## src/rtl/aal2_pack_pkg.sv

```systemverilog
`timescale 1ns/1ps
package aal2_pack_pkg;
  localparam int unsigned CELL_HDR_LEN = 4;
  localparam int unsigned PDU_LEN      = 48;
  localparam int unsigned BUF_LEN      = CELL_HDR_LEN + PDU_LEN;
  localparam int unsigned BUF_AW       = $clog2(BUF_LEN + 1);
  localparam int unsigned OFS_MAX      = PDU_LEN - 1;
  localparam int unsigned CPS_HDR_LEN  = 3;
  localparam int unsigned CID_W        = 8;
  localparam int unsigned LI_W         = 6;
  localparam int unsigned UUI_W        = 5;
  localparam int unsigned HEC_W        = 5;
  localparam int unsigned OFS_W        = 6;
  localparam int unsigned POS_W        = LI_W + 1;

  typedef enum logic [2:0] {
    S_IDLE, S_HDR, S_STF, S_FILL, S_PAD
  } fill_st_e;

  // serial CRC, generator x^5+x^2+1, zero preset
  function automatic logic [HEC_W-1:0] cps_hec(input logic [CID_W+LI_W+UUI_W-1:0] d);
    logic [HEC_W-1:0] c;
    logic             fb;
    c = '0;
    for (int i = CID_W + LI_W + UUI_W - 1; i >= 0; i--) begin
      fb = c[HEC_W-1] ^ d[i];
      c  = {c[HEC_W-2:0], 1'b0};
      if (fb) c = c ^ 5'b00101;
    end
    return c;
  endfunction

  function automatic logic [7:0] stf_byte(input logic [OFS_W-1:0] ofs, input logic sn);
    return {ofs, sn, ~^{ofs, sn}};
  endfunction
endpackage

```

## src/rtl/aal2_hdr_gen.sv

```systemverilog
`timescale 1ns/1ps
module aal2_hdr_gen
  import aal2_pack_pkg::*;
(
  input  logic [CID_W-1:0] cid_i,
  input  logic [LI_W-1:0]  li_i,
  input  logic [UUI_W-1:0] uui_i,
  output logic [2:0][7:0]  hdr_o
);
  logic [HEC_W-1:0] hec;

  always_comb begin
    hec      = cps_hec({cid_i, li_i, uui_i});
    hdr_o[0] = cid_i;
    hdr_o[1] = {li_i, uui_i[4:3]};
    hdr_o[2] = {uui_i[2:0], hec};
  end
endmodule

```

## src/rtl/aal2_stf_gen.sv

```systemverilog
`timescale 1ns/1ps
module aal2_stf_gen
  import aal2_pack_pkg::*;
(
  input  logic             clk_i,
  input  logic             rst_ni,
  input  logic             adv_i,
  input  logic [OFS_W-1:0] ofs_i,
  output logic [7:0]       stf_o
);
  logic sn_q;

  always_ff @(posedge clk_i or negedge rst_ni) begin
    if (!rst_ni)    sn_q <= 1'b0;
    else if (adv_i) sn_q <= ~sn_q;
  end

  assign stf_o = stf_byte(ofs_i, sn_q);
endmodule

```

## src/rtl/aal2_dly_timer.sv

```systemverilog
`timescale 1ns/1ps
module aal2_dly_timer #(
  parameter int unsigned DLY_W = 16
) (
  input  logic             clk_i,
  input  logic             rst_ni,
  input  logic             clr_i,
  input  logic             run_i,
  input  logic [DLY_W-1:0] lim_i,
  output logic             exp_o
);
  logic [DLY_W-1:0] cnt_q;

  always_ff @(posedge clk_i or negedge rst_ni) begin
    if (!rst_ni)                    cnt_q <= '0;
    else if (clr_i)                 cnt_q <= '0;
    else if (run_i && cnt_q != '1)  cnt_q <= cnt_q + 1'b1;
  end

  assign exp_o = cnt_q >= lim_i;
endmodule

```

## src/rtl/aal2_tx_gate.sv

```systemverilog
`timescale 1ns/1ps
module aal2_tx_gate (
  input  logic clk_i,
  input  logic rst_ni,
  input  logic buf_rdy_i,
  input  logic tx_req_i,
  output logic tx_cell_o,
  output logic tx_idle_o
);
  logic pend_q;

  always_ff @(posedge clk_i or negedge rst_ni) begin
    if (!rst_ni) pend_q <= 1'b0;
    else         pend_q <= buf_rdy_i | (pend_q & ~tx_req_i);
  end

  assign tx_cell_o = tx_req_i &  pend_q;
  assign tx_idle_o = tx_req_i & ~pend_q;
endmodule

```

## src/rtl/aal2_cell_packer.sv

```systemverilog
`timescale 1ns/1ps
module aal2_cell_packer
  import aal2_pack_pkg::*;
#(
  parameter int unsigned DLY_W = 16
) (
  input  logic             clk_i,
  input  logic             rst_ni,
  input  logic             buf_avail_i,
  input  logic [31:0]      ctx_cell_hdr_i,
  input  logic [DLY_W-1:0] ctx_max_dly_i,
  input  logic             hdr_valid_i,
  output logic             hdr_ready_o,
  input  logic [7:0]       hdr_cid_i,
  input  logic [4:0]       hdr_uui_i,
  input  logic [5:0]       hdr_li_i,
  input  logic             pay_valid_i,
  output logic             pay_ready_o,
  input  logic [7:0]       pay_data_i,
  output logic             pkt_done_o,
  output logic             buf_we_o,
  output logic [5:0]       buf_addr_o,
  output logic [7:0]       buf_wdata_o,
  output logic             buf_rdy_o,
  input  logic             tx_req_i,
  output logic             tx_cell_o,
  output logic             tx_idle_o
);
  localparam logic [BUF_AW-1:0] ADDR_FULL = BUF_AW'(BUF_LEN);
  localparam logic [BUF_AW-1:0] ADDR_HLST = BUF_AW'(CELL_HDR_LEN - 1);
  localparam logic [POS_W-1:0]  POS_HDR   = POS_W'(CPS_HDR_LEN);
  localparam logic [POS_W-1:0]  REM_CAP   = POS_W'(OFS_MAX);

  fill_st_e          st_q, st_d;
  logic [BUF_AW-1:0] addr_q, addr_d;
  logic              act_q, act_d;
  logic [POS_W-1:0]  pos_q, pos_d;
  logic [CID_W-1:0]  cid_q;
  logic [UUI_W-1:0]  uui_q;
  logic [LI_W-1:0]   li_q;
  logic              latch;

  logic [2:0][7:0]   cps_hdr;
  logic [7:0]        stf;
  logic [OFS_W-1:0]  ofs;
  logic [POS_W-1:0]  pkt_tot, rem, pos_last;
  logic              tmr_exp, full;
  logic [1:0]        hsel;

  aal2_hdr_gen u_hdr (
    .cid_i (cid_q),
    .li_i  (li_q),
    .uui_i (uui_q),
    .hdr_o (cps_hdr)
  );

  aal2_stf_gen u_stf (
    .clk_i  (clk_i),
    .rst_ni (rst_ni),
    .adv_i  (st_q == S_STF),
    .ofs_i  (ofs),
    .stf_o  (stf)
  );

  aal2_dly_timer #(.DLY_W(DLY_W)) u_tmr (
    .clk_i  (clk_i),
    .rst_ni (rst_ni),
    .clr_i  (st_q == S_STF),
    .run_i  (st_q == S_FILL),
    .lim_i  (ctx_max_dly_i),
    .exp_o  (tmr_exp)
  );

  aal2_tx_gate u_tx (
    .clk_i     (clk_i),
    .rst_ni    (rst_ni),
    .buf_rdy_i (buf_rdy_o),
    .tx_req_i  (tx_req_i),
    .tx_cell_o (tx_cell_o),
    .tx_idle_o (tx_idle_o)
  );

  // bytes of the packet in progress still to be written
  always_comb begin
    pkt_tot  = {1'b0, li_q} + POS_W'(CPS_HDR_LEN + 1);
    pos_last = pkt_tot - 1'b1;
    rem      = pkt_tot - pos_q;
    if (!act_q)              ofs = '0;
    else if (rem > REM_CAP)  ofs = OFS_W'(OFS_MAX);
    else                     ofs = rem[OFS_W-1:0];
  end

  assign full = (addr_q == ADDR_FULL);
  assign hsel = 2'd3 - addr_q[1:0];

  always_comb begin
    st_d        = st_q;
    addr_d      = addr_q;
    act_d       = act_q;
    pos_d       = pos_q;
    latch       = 1'b0;
    buf_we_o    = 1'b0;
    buf_wdata_o = '0;
    buf_rdy_o   = 1'b0;
    hdr_ready_o = 1'b0;
    pay_ready_o = 1'b0;
    pkt_done_o  = 1'b0;
    unique case (st_q)
      S_IDLE: begin
        if (buf_avail_i) begin
          st_d   = S_HDR;
          addr_d = '0;
        end
      end
      S_HDR: begin
        buf_we_o    = 1'b1;
        buf_wdata_o = ctx_cell_hdr_i[{hsel, 3'b000} +: 8];
        addr_d      = addr_q + 1'b1;
        if (addr_q == ADDR_HLST) st_d = S_STF;
      end
      S_STF: begin
        buf_we_o    = 1'b1;
        buf_wdata_o = stf;
        addr_d      = addr_q + 1'b1;
        st_d        = S_FILL;
      end
      S_FILL: begin
        if (full) begin
          buf_rdy_o = 1'b1;
          st_d      = S_IDLE;
        end else if (act_q) begin
          pay_ready_o = (pos_q >= POS_HDR);
          if (pos_q < POS_HDR || pay_valid_i) begin
            buf_we_o    = 1'b1;
            buf_wdata_o = (pos_q < POS_HDR) ? cps_hdr[pos_q[1:0]] : pay_data_i;
            addr_d      = addr_q + 1'b1;
            pos_d       = pos_q + 1'b1;
            if (pos_q == pos_last) begin
              act_d      = 1'b0;
              pkt_done_o = 1'b1;
            end
          end
        end else if (hdr_valid_i) begin
          hdr_ready_o = 1'b1;
          latch       = 1'b1;
          act_d       = 1'b1;
          pos_d       = '0;
        end else if (tmr_exp) begin
          st_d = S_PAD;
        end
      end
      S_PAD: begin
        if (full) begin
          buf_rdy_o = 1'b1;
          st_d      = S_IDLE;
        end else begin
          buf_we_o = 1'b1;
          addr_d   = addr_q + 1'b1;
        end
      end
      default: st_d = S_IDLE;
    endcase
  end

  assign buf_addr_o = addr_q[5:0];

  always_ff @(posedge clk_i or negedge rst_ni) begin
    if (!rst_ni) begin
      st_q   <= S_IDLE;
      addr_q <= '0;
      act_q  <= 1'b0;
      pos_q  <= '0;
    end else begin
      st_q   <= st_d;
      addr_q <= addr_d;
      act_q  <= act_d;
      pos_q  <= pos_d;
    end
  end

  always_ff @(posedge clk_i or negedge rst_ni) begin
    if (!rst_ni) begin
      cid_q <= '0;
      uui_q <= '0;
      li_q  <= '0;
    end else if (latch) begin
      cid_q <= hdr_cid_i;
      uui_q <= hdr_uui_i;
      li_q  <= hdr_li_i;
    end
  end
endmodule

```

## config.mk

```make
export PLATFORM = sky130hd
export DESIGN_NAME = aal2_cell_packer
export DESIGN_NICKNAME = d
export VERILOG_FILES = /design/src/rtl/aal2_pack_pkg.sv /design/src/rtl/aal2_hdr_gen.sv /design/src/rtl/aal2_stf_gen.sv /design/src/rtl/aal2_dly_timer.sv /design/src/rtl/aal2_tx_gate.sv /design/src/rtl/aal2_cell_packer.sv
export SDC_FILE = /design/constraint.sdc
export NUM_CORES = 1
export LEC_CHECK = 0
export ABC_AREA = 1
export CAP_MARGIN = 25
export CORE_ASPECT_RATIO = 0.75
export CORE_MARGIN = 2
export CORE_UTILIZATION = 48
export DETAILED_ROUTE_END_ITERATION = 10
export PLACE_DENSITY = 0.79
export SYNTH_ARGS = -nofsm -noshare
export SYNTH_HDL_FRONTEND = slang
export SYNTH_SLANG_ARGS = --single-unit
```

## constraint.sdc

```tcl
create_clock -name clk_i -period 2.85 [get_ports clk_i]
set_input_delay 0.57 -clock clk_i [delete_from_list [all_inputs] [get_ports clk_i]]
set_output_delay 0.57 -clock clk_i [all_outputs]
set_load 0.03 [all_outputs]
```

---- Word level (Yosys, flattened, before mapping) ----
Index checks and enable logic that the tools add are counted.
operators by class
  bitwise gates (word level) .............. 44
  equality and inequality tests ........... 19
  order comparisons ....................... 5
  $add $sub $neg .......................... 7
  reductions and logical operators ........ 13
  shifts and indexed selects .............. 1
  muxes and demuxes ....................... 69
operators by type and width
  kind                     number
  $mux W3                  26
  $mux W6                  7
  $mux W8                  5
  $not A2 Y2               18
  $mux W16                 2
  $shiftx A32 B6 Y8        1
  $pmux W6 S4              1
  $pmux W8 S3              1
  $mux W1                  21
  $mux W7                  3
  $add A16 B1 Y16 const B  1
  $bmux W8 S2              1
  $ge A16 B16 Y1           1
  $ne A16 B16 Y1 const B   1
  $xor A1 B1 Y1            16
  $pmux W3 S5              1
  $ne A2 B2 Y1 const B     7
  $reduce_and A6 Y1        2
  $ne A3 B3 Y1 const B     3
  $add A6 B3 Y7 const B    1
  $add A7 B1 Y7 const B    1
  $eq A7 B7 Y1             1
  $ge A7 B2 Y1 const B     1
  $gt A7 B6 Y1 const B     1
  other kinds (26)         35
storage, ports and cells
  flip-flop bits (word level) ............. 54
  input port bits ......................... 81
  logic and storage cells ................. 168

---- Depth between registers and ports, before layout ----
Gate-level depths: netlist of run 1.
  word-level depth ........................ 44
  gate-level depth with buffers ........... 21
  mapped depth without buffers ............ 21

---- By module ----
A second synthesis of run 1 with hierarchy kept.
unflattened totals
  cells, all modules ...................... 940
  area, all modules ....................... 5761.8 um2
by module, submodules not included
  module            seq. area each (um2)  times used  area an instance (um2)  cells an instance
  aal2_cell_packer  900.9                 1           3076.7                  479
  aal2_dly_timer    400.4                 1           1468.9                  222
  aal2_hdr_gen      0.0                   1           947.2                   190
  aal2_stf_gen      25.0                  1           217.7                   41
  aal2_tx_gate      25.0                  1           51.3                    8

---- Least setup slack after synthesis of run 1 ----
OpenSTA, ideal clock, no wires.
  kind .................................... register -> output
  from .................................... reg pos_q[1]
  to ...................................... out buf_wdata_o[0]
  arrival ................................. 2.770 ns
  stages on the path, launching flop included .. 17
  slack ................................... -0.490 ns
  buffers on the path ..................... 1
  cells stage by stage .................... dfrtp_1 -> clkbuf_1 -> clkinv_1 -> fa_1 -> nand4_1 -> o211ai_1 -> xnor2_1 -> inv_2 -> nand3_1 -> nand2_1 -> nand2_1 -> nand2_1 -> nand2_1 -> nand2_1 -> nand2_1 -> nand2_1 -> o21ai_1
on the way
  word-level cells in the longest chain between the ends .. 7
RTL lines
  item                                                   RTL line                 RTL
  from (decl)                                            aal2_cell_packer.sv:37   logic [POS_W-1:0] pos_q, pos_d;
  from (signal assigned)                                 aal2_cell_packer.sv:177  pos_q <= pos_d;
  branches (longest 6 deep; another with $sub A7 B7 Y7)  --
  $pmux W8 S3 *                                          aal2_cell_packer.sv:108  unique case (st_q)
  to (decl)                                              aal2_cell_packer.sv:23   output logic [7:0] buf_wdata_o,
Mark *: on every way between the ends. The select of a mux whose other input is x is not followed.

---- Final worst setup path of run 1 ----
  from .................................... reg li_q[2]
  to ...................................... out buf_wdata_o[0]
on the way
  word-level cells in the longest chain between the ends .. 7
RTL lines
  item                    RTL line                 RTL
  from (decl)             aal2_cell_packer.sv:40   logic [LI_W-1:0] li_q;
  from (signal assigned)  aal2_cell_packer.sv:189  li_q <= hdr_li_i;
  $add A6 B3 Y7 *         aal2_cell_packer.sv:85   pkt_tot = {1'b0, li_q} + POS_W'(CPS_HDR_LEN + 1);
  $sub A7 B7 Y7 *         aal2_cell_packer.sv:87   rem = pkt_tot - pos_q;
  $gt A7 B6 Y1            aal2_cell_packer.sv:89   else if (rem > REM_CAP) ofs = OFS_W'(OFS_MAX);
  $mux W6 *               aal2_cell_packer.sv:89
  $mux W6 *               aal2_cell_packer.sv:88   if (!act_q) ofs = '0;
  $reduce_xnor A7 Y1 *    aal2_pack_pkg.sv:34      return {ofs, sn, ~^{ofs, sn}};
  $pmux W8 S3 *           aal2_cell_packer.sv:108
Mark *: on every way between the ends. The rest lies on a longest branch, timed or not.

==> results of run 1 <==
[layer usage]
layer	global-route usage	up-vias
met1	0.401	2740
li1	-	2810
met4	0.0910	0
met2	0.500	275
met5	0	-
met3	0.0498	45
[flip-flops by register name (all words and copies together), names as in the netlist]
signal,count
act_q,1
buf_addr_o,6
cid_q,8
li_q,6
pos_q,7
st_q,3
u_stf.sn_q,1
u_tmr.cnt_q,16
u_tx.pend_q,1
uui_q,5
[how the worst min path moves through the flow]
stage	startpoint	end	slack, ps	cells after the start
after global routing	rst_ni	u_tmr.cnt_q[1]$_DFFE_PN0P_	330	1
after CTS	rst_ni	pos_q[1]$_DFFE_PN0P_	300	1
final	rst_ni	st_q[1]$_DFFE_PN0P_	290	1
after global placement	u_tx.pend_q$_DFF_PN0_	u_tx.pend_q$_DFF_PN0_	490	2
after detailed placement	u_tx.pend_q$_DFF_PN0_	u_tx.pend_q$_DFF_PN0_	490	2
after floorplan	rst_ni	act_q$_DFFE_PN0P_	270	0
[cells by family after synthesis]
kind of cell / Yosys count / share of synthesized area
adder cells (fa/ha/maj): 30 / 0.0767
buffers and inverters: 135 / 0.103
flip-flops: 54 / 0.271
XOR/XNOR: 22 / 0.0416
AO/OA/AOI/OAI: 143 / 0.161
AND/OR/NAND/NOR: 372 / 0.347
[power groups by stage]
stage                     sequential [uW]  clock, uW  combinational, uW
after floorplan                       781          0               28.3
after global placement                781          0                166
after detailed placement              781          0                169
after CTS                             765        718                171
after global routing                  765        748                183
final                                 765        709                170
[placed cells by master, fill, tap and decap left out, types with 3 or more instances in the layout]
| cell type | synthesis | layout |
|---|---|---|
| sky130_fd_sc_hd__buf_12 | 0 | 4 |
| sky130_fd_sc_hd__o221ai_1 | 4 | 4 |
| sky130_fd_sc_hd__nor2_2 | 5 | 9 |
| sky130_fd_sc_hd__inv_2 | 18 | 25 |
| sky130_fd_sc_hd__ha_4 | 0 | 5 |
| sky130_fd_sc_hd__nand2_1 | 181 | 161 |
| sky130_fd_sc_hd__clkinv_2 | 0 | 3 |
| sky130_fd_sc_hd__a21oi_2 | 0 | 3 |
| sky130_fd_sc_hd__buf_4 | 0 | 67 |
| sky130_fd_sc_hd__o21ai_2 | 0 | 4 |
| sky130_fd_sc_hd__o22ai_1 | 6 | 6 |
| sky130_fd_sc_hd__clkdlybuf4s50_1 | 0 | 87 |
| sky130_fd_sc_hd__nand3_1 | 57 | 49 |
| sky130_fd_sc_hd__nor3_1 | 11 | 11 |
| sky130_fd_sc_hd__ha_1 | 29 | 24 |
| sky130_fd_sc_hd__a21oi_1 | 43 | 40 |
| sky130_fd_sc_hd__dfrtp_2 | 0 | 6 |
| sky130_fd_sc_hd__clkbuf_16 | 0 | 5 |
| sky130_fd_sc_hd__dfrtp_1 | 54 | 48 |
| sky130_fd_sc_hd__nand2_4 | 1 | 3 |
| sky130_fd_sc_hd__xnor2_1 | 7 | 6 |
| sky130_fd_sc_hd__inv_1 | 99 | 90 |
| sky130_fd_sc_hd__a211oi_1 | 4 | 4 |
| sky130_fd_sc_hd__nor2_1 | 66 | 59 |
| sky130_fd_sc_hd__xor2_1 | 13 | 12 |
| sky130_fd_sc_hd__nand3_2 | 6 | 14 |
| sky130_fd_sc_hd__o21ai_1 | 6 | 4 |
| sky130_fd_sc_hd__nand4_1 | 13 | 13 |
| sky130_fd_sc_hd__nand2_2 | 18 | 36 |
| sky130_fd_sc_hd__nor2_4 | 4 | 7 |
| sky130_fd_sc_hd__o21ai_0 | 65 | 61 |
| sky130_fd_sc_hd__o21a_1 | 3 | 3 |
| sky130_fd_sc_hd__buf_6 | 0 | 13 |
[per-stage QoR]
step                      cells  setup slack (ps)
after floorplan             756              -190
after global placement     1024              -314
after detailed placement   1024              -442
after CTS                  1049              -653
after global routing       1056              -874
final                      1056              -742
[cell type report]
cell class	count	area, um^2	share of cell area
clock buffers	5	125	0.0175
multi-input cells	567	3420	0.477
clock inverters	3	40.0	0.00559
flip-flops and latches	54	1360	0.190
well taps	136	170	0.0237
inverters	119	453	0.0632
repair buffers	172	1610	0.224
[timing repair]
action | 4_1_cts | 5_1_grt
buffers inserted | 18 | 7
pin swaps | 38 | 13
endpoints found under the hold margin | 0 | 0
gates resized for setup | 58 | 20
endpoints found under the setup margin | 9 | 10
==> qor.log, run 1 <==
[placement] GP Congestion 0.958
[floorplan] floorplan die width 122 um
[critical_path] critical-path maximum fanout 5
[floorplan] initial cell density of the core 0.489
[global_routing] number of antenna violations at the first check in global routing 0
[min_path] Hold Crit Class in2async
[pwr] Sw Pwr 355 uW
[synth] main flop type after synthesis sky130_fd_sc_hd__dfrtp_1
[pwr] proportion of power drawn by the clock network 0.431
[drt] total routed wire length on the met1 layer 6920 um
[critical_path] Worst R2R End pos_q[5]$_DFFE_PN0P_
[pwr] internal power summed over all cells 1290 uW
[pwr] peak supply drop 0.208 mV
[synth] largest cells by area after synthesis sky130_fd_sc_hd__dfrtp_1, sky130_fd_sc_hd__nand2_1, sky130_fd_sc_hd__inv_1
[synth] EDFF count, synth 0
[pwr] Pwr Total 1640 uW
[timing] number of hold-slack violations in the final timing report 0
[pwr] Leakage Power 0.00356 uW
[pwr] combinational group share of total power 0.103
[clock_tree] clock transition at the registers of the reported paths 70 ps
[timing] post-route clock skew 6.80 ps
[critical_path] launch point of the worst reg-to-reg path pos_q[3]$_DFFE_PN0P_
[timing] unrepaired setup endpoints after global routing true
[timing] setup violation total in the final timing report 9
[outcome] violations in the final reports negative setup slack
[drt] total detailed-routing wirelength 16600 um
[synth] average footprint of a synthesized cell 6.60 um^2
[clock_tree] count of H-tree levels built during CTS 2
[timing] slew at the pin with the worst max-slew slack 632 ps
[synth] most used standard cell by instance count after synthesis sky130_fd_sc_hd__nand2_1
[floorplan] die area 11200 um^2
[drt] via count 5870
[critical_path] CP Data Required Time 2280 ps
[critical_path] CP max-delay cell sky130_fd_sc_hd__dfrtp_2
[timing] final clock period utilization by the worst path 1.26
[pwr] register share of total power 0.466
[critical_path] peak per-stage delay on the critical path 460 ps
[floorplan] placeable core area 10200 um^2
[final_layout] Layout fillers 785
[timing] Fmax achieved 278 MHz
[global_routing] total track usage 0.301
[critical_path] endpoint kind of the worst setup timing path output pin
[critical_path] arrival time worst endpoint 3020 ps
[timing] final-layout worst hold slack 287 ps
[final_layout] utilization after layout 0.702
[global_routing] vias in the first global route 5686
[final_layout] share of post-route cells with drive strength above 1 0.243
[timing] Final Critical Period 3590 ps
[drt] antenna-violating nets left 0
[critical_path] worst reg-to-reg path cell count 15
[critical_path] Worst setup SP type flop
[critical_path] end of the critical path buf_wdata_o[0]
[clock_tree] worst skew pair latency 300 ps
[critical_path] buffer and inverter count on the worst path 4
[timing] Worst Setup Slack, final -742 ps
[placement] number of input and output port buffers inserted 101
[timing] sum of negative setup slack -4440 ps
[placement] post-place instance area 6540 um^2
[clock_tree] worst-case clock buffer depth 2
[drt] highest metal layer used by the detailed router met4
[clock_tree] clock tree from TritonCTS done
[critical_path] crit path kind reg2out
[critical_path] critical path's top delay family simple AND/OR/NAND/NOR gates
[critical_path] number of cells on the critical path 21
[final_layout] diode count 0
[clock_tree] number of sinks on the clock net 54
[global_routing] largest net degree at the start of global routing 38
[synth] proportion of netlist area held by the largest area contributor 0.271
[drt] average wire length per cell after detail routing 15.8 um
[timing] fin. max-slew vios 0
[floorplan] io pins 102
[synth] synthesized instance count 756
[synth] synthesized net count 867
[floorplan] die extent in y 92.3 um
[timing] Slew HR 0.579
[placement] HPWL after DPL 12600 um
[floorplan] number of rows in the core area 32
[pwr] total power divided by cell area 229 nW/um^2
[critical_path] cell chain of the critical path ha_4 > nand2_2 > inv_2 > nor2_4 > ha_4 > nand2_2 > inv_2 > nand4_1 > o211ai_1 > xnor2_1 > buf_4 > nor2_4 > nand2_2 > nand3_2 > nand2_1 > nand2_1 > nand2_2 > nand2_2 > nand2_2 > o21ai_4 > buf_6
[clock_tree] hold-fix buffers at CTS 0
[synth] fraction of the yosys area taken by sequential cells 0.271
[drt] Vias per Instance 5.56
[outcome] run status finished, violations left
[synth] ranking of synthesized cells by instance count sky130_fd_sc_hd__nand2_1, sky130_fd_sc_hd__inv_1, sky130_fd_sc_hd__nor2_1
[critical_path] Critical path origin li_q[2]$_DFFE_PN0P_
[drt] met3 wire length 1450 um
[clock_tree] number of CTS-inserted buffers 5
[drt] DRC viols 0
[pwr] switching fraction of total power 0.216
[synth] Unique masters post-synth 48
[synth] Async SR Flop Fraction 1.00
[synth] Post-Synthesis Cell Area 4990 um^2
[final_layout] Area growth syn-to-layout 43.7%
[critical_path] Critical Path Most Common Cell sky130_fd_sc_hd__nand2_2
[global_routing] global-route wire length before repair 26900 um
[global_routing] Congestion Overflow GR 0
[drt] met2 wirelength from detailed routing 7830 um
[synth] register bit count reported by yosys 54
[final_layout] cell area after layout 7170 um^2
[synth] cell type with the highest aggregate area in the netlist sky130_fd_sc_hd__dfrtp_1
[drt] TritonRoute pass-1 iters 6
[drt] number of DRC markers after the initial detailed-route iteration 476
[synth] Yosys Warn Count 0
[critical_path] setup slack of the most critical reg-to-reg path 360 ps
[final_layout] NumNets Final 1030
[clock_tree] master cell of the clock root buffer sky130_fd_sc_hd__clkbuf_16
[run] MaxCap Viol Count 0
Power figures use the tool's default switching activity.
==> inputs of run 2 (changes only) <==
--- a/config.mk
+++ b/config.mk
@@ -6,7 +6,7 @@
 export NUM_CORES = 1
 export LEC_CHECK = 0
 export ABC_AREA = 1
-export CAP_MARGIN = 25
+export CAP_MARGIN = 5
 export CORE_ASPECT_RATIO = 0.75
 export CORE_MARGIN = 2
 export CORE_UTILIZATION = 48
@@ -15,3 +15,4 @@
 export SYNTH_ARGS = -nofsm -noshare
 export SYNTH_HDL_FRONTEND = slang
 export SYNTH_SLANG_ARGS = --single-unit
+export TNS_END_PERCENT = 30
==> run 2 against run 1 <==
Against the previous run:
- non-clock buffer count down 11
- clock power down 12%
- the run still ends with negative setup slack left
- clock skew about the same
- largest power group unchanged
- first-iteration DRC count up 12%
- count of clock-buffer cells in the layout up 2
- global-route usage down 2.3 points
- core utilization down 1.9 points
- sequential power about the same
- setup slack better by 49 ps
- sequential cell count unchanged
==> qor.log, run 2 (synthesized netlist as in run 1, its figures left out) <==
[outcome] run status finished, violations left
[outcome] violations in the final reports negative setup slack
[clock_tree] clock tree from TritonCTS done
[floorplan] number of rows in the core area 32
[timing] final clock period utilization by the worst path 1.24
[final_layout] NumNets Final 1019
[pwr] switching fraction of total power 0.214
[floorplan] floorplan die width 122 um
[run] MaxCap Viol Count 0
[critical_path] Critical Path Most Common Cell sky130_fd_sc_hd__nand2_2
[clock_tree] hold-fix buffers at CTS 0
[placement] HPWL after DPL 12200 um
[drt] DRC viols 0
[timing] unrepaired setup endpoints after global routing true
[critical_path] CP max-delay cell sky130_fd_sc_hd__dfrtp_2
[clock_tree] count of H-tree levels built during CTS 2
[clock_tree] worst-case clock buffer depth 2
[clock_tree] number of CTS-inserted buffers 5
[timing] Final Critical Period 3540 ps
[drt] via count 5646
[final_layout] number of flip-flops in the largest register 16
[clock_tree] clock transition at the registers of the reported paths 70 ps
[timing] setup violation total in the final timing report 9
[pwr] total power divided by cell area 224 nW/um^2
[final_layout] most frequent standard cell in the layout excluding fill and tap cells sky130_fd_sc_hd__nand2_1
[clock_tree] worst skew pair latency 290 ps
[pwr] combinational group share of total power 0.107
[timing] final-layout worst hold slack 242 ps
[pwr] Pwr Total 1560 uW
[global_routing] vias in the first global route 5420
[drt] Vias per Instance 5.40
[global_routing] global-route wire length before repair 25200 um
[timing] Worst Setup Slack, final -693 ps
[global_routing] number of antenna violations at the first check in global routing 0
[drt] TritonRoute pass-1 iters 6
[timing] fin. max-slew vios 0
[floorplan] die extent in y 92.3 um
[clock_tree] number of sinks on the clock net 54
[timing] number of hold-slack violations in the final timing report 0
[drt] average wire length per cell after detail routing 14.9 um
[critical_path] arrival time worst endpoint 2970 ps
[placement] GP Congestion 0.968
[final_layout] top library cells by usage in the layout, fill and taps aside sky130_fd_sc_hd__nand2_1, sky130_fd_sc_hd__inv_1, sky130_fd_sc_hd__clkdlybuf4s50_1
[min_path] Hold Crit Class in2async
[floorplan] io pins 102
[placement] Placed Instances 1027
[critical_path] Worst setup SP type flop
[global_routing] largest net degree at the start of global routing 55
[pwr] proportion of power drawn by the clock network 0.402
[final_layout] number of standard cells in the final layout excluding fillers 1045
[pwr] register share of total power 0.491
[floorplan] placeable core area 10200 um^2
[pwr] Leakage Power 0.00350 uW
[placement] post-place setup slack -468 ps
[timing] Fmax achieved 282 MHz
[final_layout] cell area after layout 6980 um^2
[pwr] internal power summed over all cells 1230 uW
[placement] number of input and output port buffers inserted 101
[timing] Slew HR 0.681
[critical_path] crit path kind reg2out
[global_routing] total track usage 0.278
[clock_tree] master cell of the clock root buffer sky130_fd_sc_hd__clkbuf_16
[timing] post-route clock skew 6.86 ps
[final_layout] Area growth syn-to-layout 39.8%
[global_routing] Congestion Overflow GR 0
[floorplan] initial cell density of the core 0.489
[final_layout] share of post-route cells with drive strength above 1 0.204
[pwr] Sw Pwr 334 uW
[floorplan] die area 11200 um^2
[critical_path] peak per-stage delay on the critical path 460 ps
[placement] post-place instance area 6530 um^2
[timing] slew at the pin with the worst max-slew slack 477 ps
[critical_path] critical-path maximum fanout 5
[drt] antenna-violating nets left 0
[critical_path] endpoint kind of the worst setup timing path output pin
[pwr] peak supply drop 0.244 mV
[final_layout] most flop-heavy register u_tmr.cnt_q
[drt] total detailed-routing wirelength 15500 um
[final_layout] top flop regs u_tmr.cnt_q x16, cid_q x8, pos_q x7
[critical_path] CP Data Required Time 2280 ps
[final_layout] diode count 0
[critical_path] cell chain of the critical path ha_4 > nor2_4 > nor2_4 > ha_4 > nand2_4 > inv_2 > nand4_1 > o211ai_2 > xor2_2 > nand2_2 > nand2_2 > nand2_1 > nand3_1 > nand2_1 > nand2_1 > nand2_2 > nand2_2 > nand2_2 > o21ai_4 > buf_6
[drt] number of DRC markers after the initial detailed-route iteration 531
## run 2: path summary, 6_finish.rpt
kind	slack [ps]	cells after the start	from	endpoint
setup / recovery	-690	20	li_q[2]$_DFFE_PN0P_	buf_wdata_o[0]
hold / removal	240	2	rst_ni	cid_q[2]$_DFFE_PN0P_
setup reg to reg	600	10	li_q[0]$_DFFE_PN0P_	act_q$_DFFE_PN0P_
hold reg to reg	530	2	u_tx.pend_q$_DFF_PN0_	u_tx.pend_q$_DFF_PN0_
max in group asynchronous	2300	2	rst_ni	li_q[2]$_DFFE_PN0P_
min in group clk_i	530	2	u_tx.pend_q$_DFF_PN0_	u_tx.pend_q$_DFF_PN0_
## run 2: power by group through the flow
stage          Clock [uW]  Sequential, uW  Combinational (uW)
3_5_place_dp            0             781                 168
2_1_floorplan           0             781                28.3
6_report              627             766                 168
4_1_cts               637             765                 169
5_1_grt               670             765                 182
3_3_place_gp            0             781                 165
## run 2: worst max-delay path: cells and delay by family (launching register included)
family,cells,cell delay (ps)
AO/OA/AOI/OAI,2,220
flip-flops,1,460
AND/OR/NAND/NOR,13,1060
adder cells (fa/ha/maj),2,500
buffers and inverters,2,190
XOR/XNOR,1,260
## run 2: layout make-up
cell class	count	area [um^2]
sequential	54	1360
clock inverter	1	5.00
fill	879	3230
inverter	119	450
multi-input combinational	567	3360
tap	136	170
clock buffer	7	143
timing repair buffer	161	1490
## run 2: repair_timing
item	4_1_cts	5_1_grt
setup endpoints to repair	9	9
pin swaps	15	12
buffers inserted	7	3
resized for setup	36	17
## run 2: routing by layer
layer  wire length, um  GRT usage  up-vias
li1                  -          -     2780
met1              7050      0.377     2607
met2              7070      0.465      236
met3              1210     0.0429       23
met4               205     0.0690        0
met5                 0          0        -
## run 2: through the flow
step	setup TNS, ps	util
detailed placement	-1980	0.640
global route	-5430	0.683
floorplan	-296	-
global placement	-1080	0.640
finish	-4220	0.683
CTS	-3650	0.673
==> inputs of run 3 (changes only) <==
--- a/config.mk
+++ b/config.mk
@@ -9,9 +9,10 @@
 export CAP_MARGIN = 5
 export CORE_ASPECT_RATIO = 0.75
 export CORE_MARGIN = 2
-export CORE_UTILIZATION = 48
+export CORE_UTILIZATION = 53
 export DETAILED_ROUTE_END_ITERATION = 10
-export PLACE_DENSITY = 0.79
+export HOLD_SLACK_MARGIN = 0.08
+export PLACE_DENSITY = 0.83
 export SYNTH_ARGS = -nofsm -noshare
 export SYNTH_HDL_FRONTEND = slang
 export SYNTH_SLANG_ARGS = --single-unit
==> constraint.sdc (replaced) <==
create_clock -name clk_i -period 3.5 [get_ports clk_i]
set_input_delay 0.7 -clock clk_i [delete_from_list [all_inputs] [get_ports clk_i]]
set_output_delay 0.7 -clock clk_i [all_outputs]
set_load 0.03 [all_outputs]
==> run 3 against run 2 <==
Against the previous run:
- the run still ends with negative setup slack left
- core utilization up 7.0 points
- largest power group is now the clock network
- critical endpoint unchanged
- sequential share of layout area increased by 0.33 points
- global-route usage is 4.3 points higher
- highest routed layer unchanged
- final cell count is 3.1% lower
==> qor.log, run 3 (synthesized netlist as in run 1, its figures left out) <==
[floorplan] placeable core area 9080 um^2
[drt] TritonRoute pass-1 iters 5
[drt] via count 5763
[global_routing] largest net degree at the start of global routing 30
[critical_path] Critical path origin li_q[3]$_DFFE_PN0P_
[drt] average wire length per cell after detail routing 16.6 um
[clock_tree] clock tree from TritonCTS done
[clock_tree] clock transition at the registers of the reported paths 80 ps
[drt] total routed wire length on the met1 layer 7220 um
[clock_tree] hold-fix buffers at CTS 0
[critical_path] endpoint kind of the worst setup timing path output pin
[final_layout] cell area after layout 6850 um^2
[pwr] Pwr Total 1430 uW
[final_layout] most frequent standard cell in the layout excluding fill and tap cells sky130_fd_sc_hd__nand2_1
[final_layout] NumNets Final 995
[global_routing] vias in the first global route 5373
[clock_tree] number of sinks on the clock net 54
[drt] total detailed-routing wirelength 16800 um
[timing] fin. max-slew vios 0
[critical_path] CP Data Required Time 2800 ps
[floorplan] die area 10200 um^2
[pwr] Leakage Power 0.00342 uW
[final_layout] share of post-route cells with drive strength above 1 0.174
[drt] number of DRC markers after the initial detailed-route iteration 610
[timing] setup violation total in the final timing report 6
[clock_tree] worst skew pair latency 300 ps
[drt] met2 wirelength from detailed routing 7450 um
[final_layout] area used by sequential logic in the layout 1360 um^2
[drt] met3 wire length 1900 um
[final_layout] top flop regs u_tmr.cnt_q x16, cid_q x8, pos_q x7
[critical_path] launch point of the worst reg-to-reg path buf_addr_o[1]$_DFFE_PN0P_
[timing] Final Critical Period 3860 ps
[clock_tree] master cell of the clock root buffer sky130_fd_sc_hd__clkbuf_16
[clock_tree] worst-case clock buffer depth 2
[placement] post-place instance area 6280 um^2
[critical_path] critical-path maximum fanout 4
[final_layout] Area growth syn-to-layout 37.2%
[pwr] proportion of power drawn by the clock network 0.471
[final_layout] number of flip-flops in the largest register 16
[timing] Worst Setup Slack, final -363 ps
[run] MaxCap Viol Count 0
[timing] number of hold-slack violations in the final timing report 0
[timing] slew at the pin with the worst max-slew slack 651 ps
[timing] Slew HR 0.566
[final_layout] most flop-heavy register u_tmr.cnt_q
[final_layout] diode count 0
[floorplan] floorplan die width 116 um
[global_routing] global-route wire length before repair 25800 um
[critical_path] crit path kind reg2out
[final_layout] area occupied by multi-input gates 3360 um^2
[floorplan] number of rows in the core area 30
[critical_path] arrival time worst endpoint 3160 ps
[pwr] Sw Pwr 307 uW
[pwr] internal power summed over all cells 1120 uW
[global_routing] number of antenna violations at the first check in global routing 0
[global_routing] Congestion Overflow GR 0
[timing] final clock period utilization by the worst path 1.10
[final_layout] utilization after layout 0.754
[timing] sum of negative setup slack -967 ps
[floorplan] initial cell density of the core 0.549
[final_layout] top library cells by usage in the layout, fill and taps aside sky130_fd_sc_hd__nand2_1, sky130_fd_sc_hd__inv_1, sky130_fd_sc_hd__clkdlybuf4s50_1
[pwr] combinational group share of total power 0.093
[pwr] switching fraction of total power 0.214
[timing] Fmax achieved 259 MHz
[pwr] peak supply drop 0.162 mV
[timing] post-route clock skew 4.39 ps
[pwr] register share of total power 0.435
[clock_tree] count of H-tree levels built during CTS 2
[min_path] Hold Crit Class in2async
[floorplan] die extent in y 88.0 um
[drt] DRC viols 0
[drt] antenna-violating nets left 0
[placement] HPWL after DPL 12600 um
[clock_tree] number of CTS-inserted buffers 5
[floorplan] io pins 102
[outcome] run status finished, violations left
[critical_path] Worst setup SP type flop
[timing] unrepaired setup endpoints after global routing true
[outcome] violations in the final reports negative setup slack
[global_routing] total track usage 0.321
[final_layout] Layout fillers 703
[drt] Vias per Instance 5.69
[pwr] total power divided by cell area 209 nW/um^2
[placement] number of input and output port buffers inserted 101
[timing] final-layout worst hold slack 419 ps
[drt] highest metal layer used by the detailed router met4
[placement] GP Congestion 1.02
run 3: final timing paths:
| path | to | slack, ps | cells past startpoint |
|---|---|---|---|
| max reg2reg | pos_q[3]$_DFFE_PN0P_ | 780 | 11 |
| min | uui_q[4]$_DFFE_PN0P_ | 420 | 1 |
| min reg2reg | u_tx.pend_q$_DFF_PN0_ | 520 | 2 |
| min in group clk_i | u_tx.pend_q$_DFF_PN0_ | 520 | 2 |
| max | buf_wdata_o[0] | -360 | 18 |
| max in group asynchronous | u_tmr.cnt_q[5]$_DFFE_PN0P_ | 2230 | 2 |
run 3: through the flow:
step	std cells	setup WS, ps
global placement	992	60.9
detailed placement	992	-103
finish	1013	-363
CTS	1006	-202
global route	1013	-474
floorplan	756	30.0
run 3: metal layers:
metal,up-vias,track usage
li1,2729,-
met1,2677,0.440
met2,316,0.500
met3,41,0.100
met4,0,0.0768
met5,-,0.00476
run 3: cell type report:
class | instances | area share
multi-input combinational | 567 | 0.491
clock inverter | 3 | 0.0101
tap | 128 | 0.0234
inverter | 119 | 0.0653
clock buffer | 5 | 0.0183
sequential | 54 | 0.198
timing repair buffer | 137 | 0.194
run 3: worst max-delay path, stage by stage (launching register included):
cell and delay, ps:
sky130_fd_sc_hd__dfrtp_2 460, sky130_fd_sc_hd__buf_6 140, sky130_fd_sc_hd__ha_4 250, sky130_fd_sc_hd__ha_4 310, sky130_fd_sc_hd__buf_6 120, sky130_fd_sc_hd__nand4_1 110
sky130_fd_sc_hd__o211ai_1 160, sky130_fd_sc_hd__xnor2_1 150, sky130_fd_sc_hd__buf_4 170, sky130_fd_sc_hd__nor2_4 150, sky130_fd_sc_hd__nand2_2 100, sky130_fd_sc_hd__nand3_2 80
sky130_fd_sc_hd__nand2_1 50, sky130_fd_sc_hd__nand2_1 60, sky130_fd_sc_hd__nand2_1 70, sky130_fd_sc_hd__nand2_1 70, sky130_fd_sc_hd__nand2_1 60, sky130_fd_sc_hd__o21ai_2 200
sky130_fd_sc_hd__buf_12 150
run 3: what timing repair did:
item,4_1_cts,5_1_grt
buffers inserted,6,7
endpoints found under the setup margin,7,8
hold endpoints to repair,0,0
pin swaps,7,25
gates resized for setup,29,33
run 3: power by group through the flow:
stage	Combinational [uW]	Sequential [uW]	Clock, uW
floorplan	23.1	636	0
global placement	130	636	0
detailed placement	134	636	0
CTS	135	623	671
global route	146	623	699
finish	134	623	674
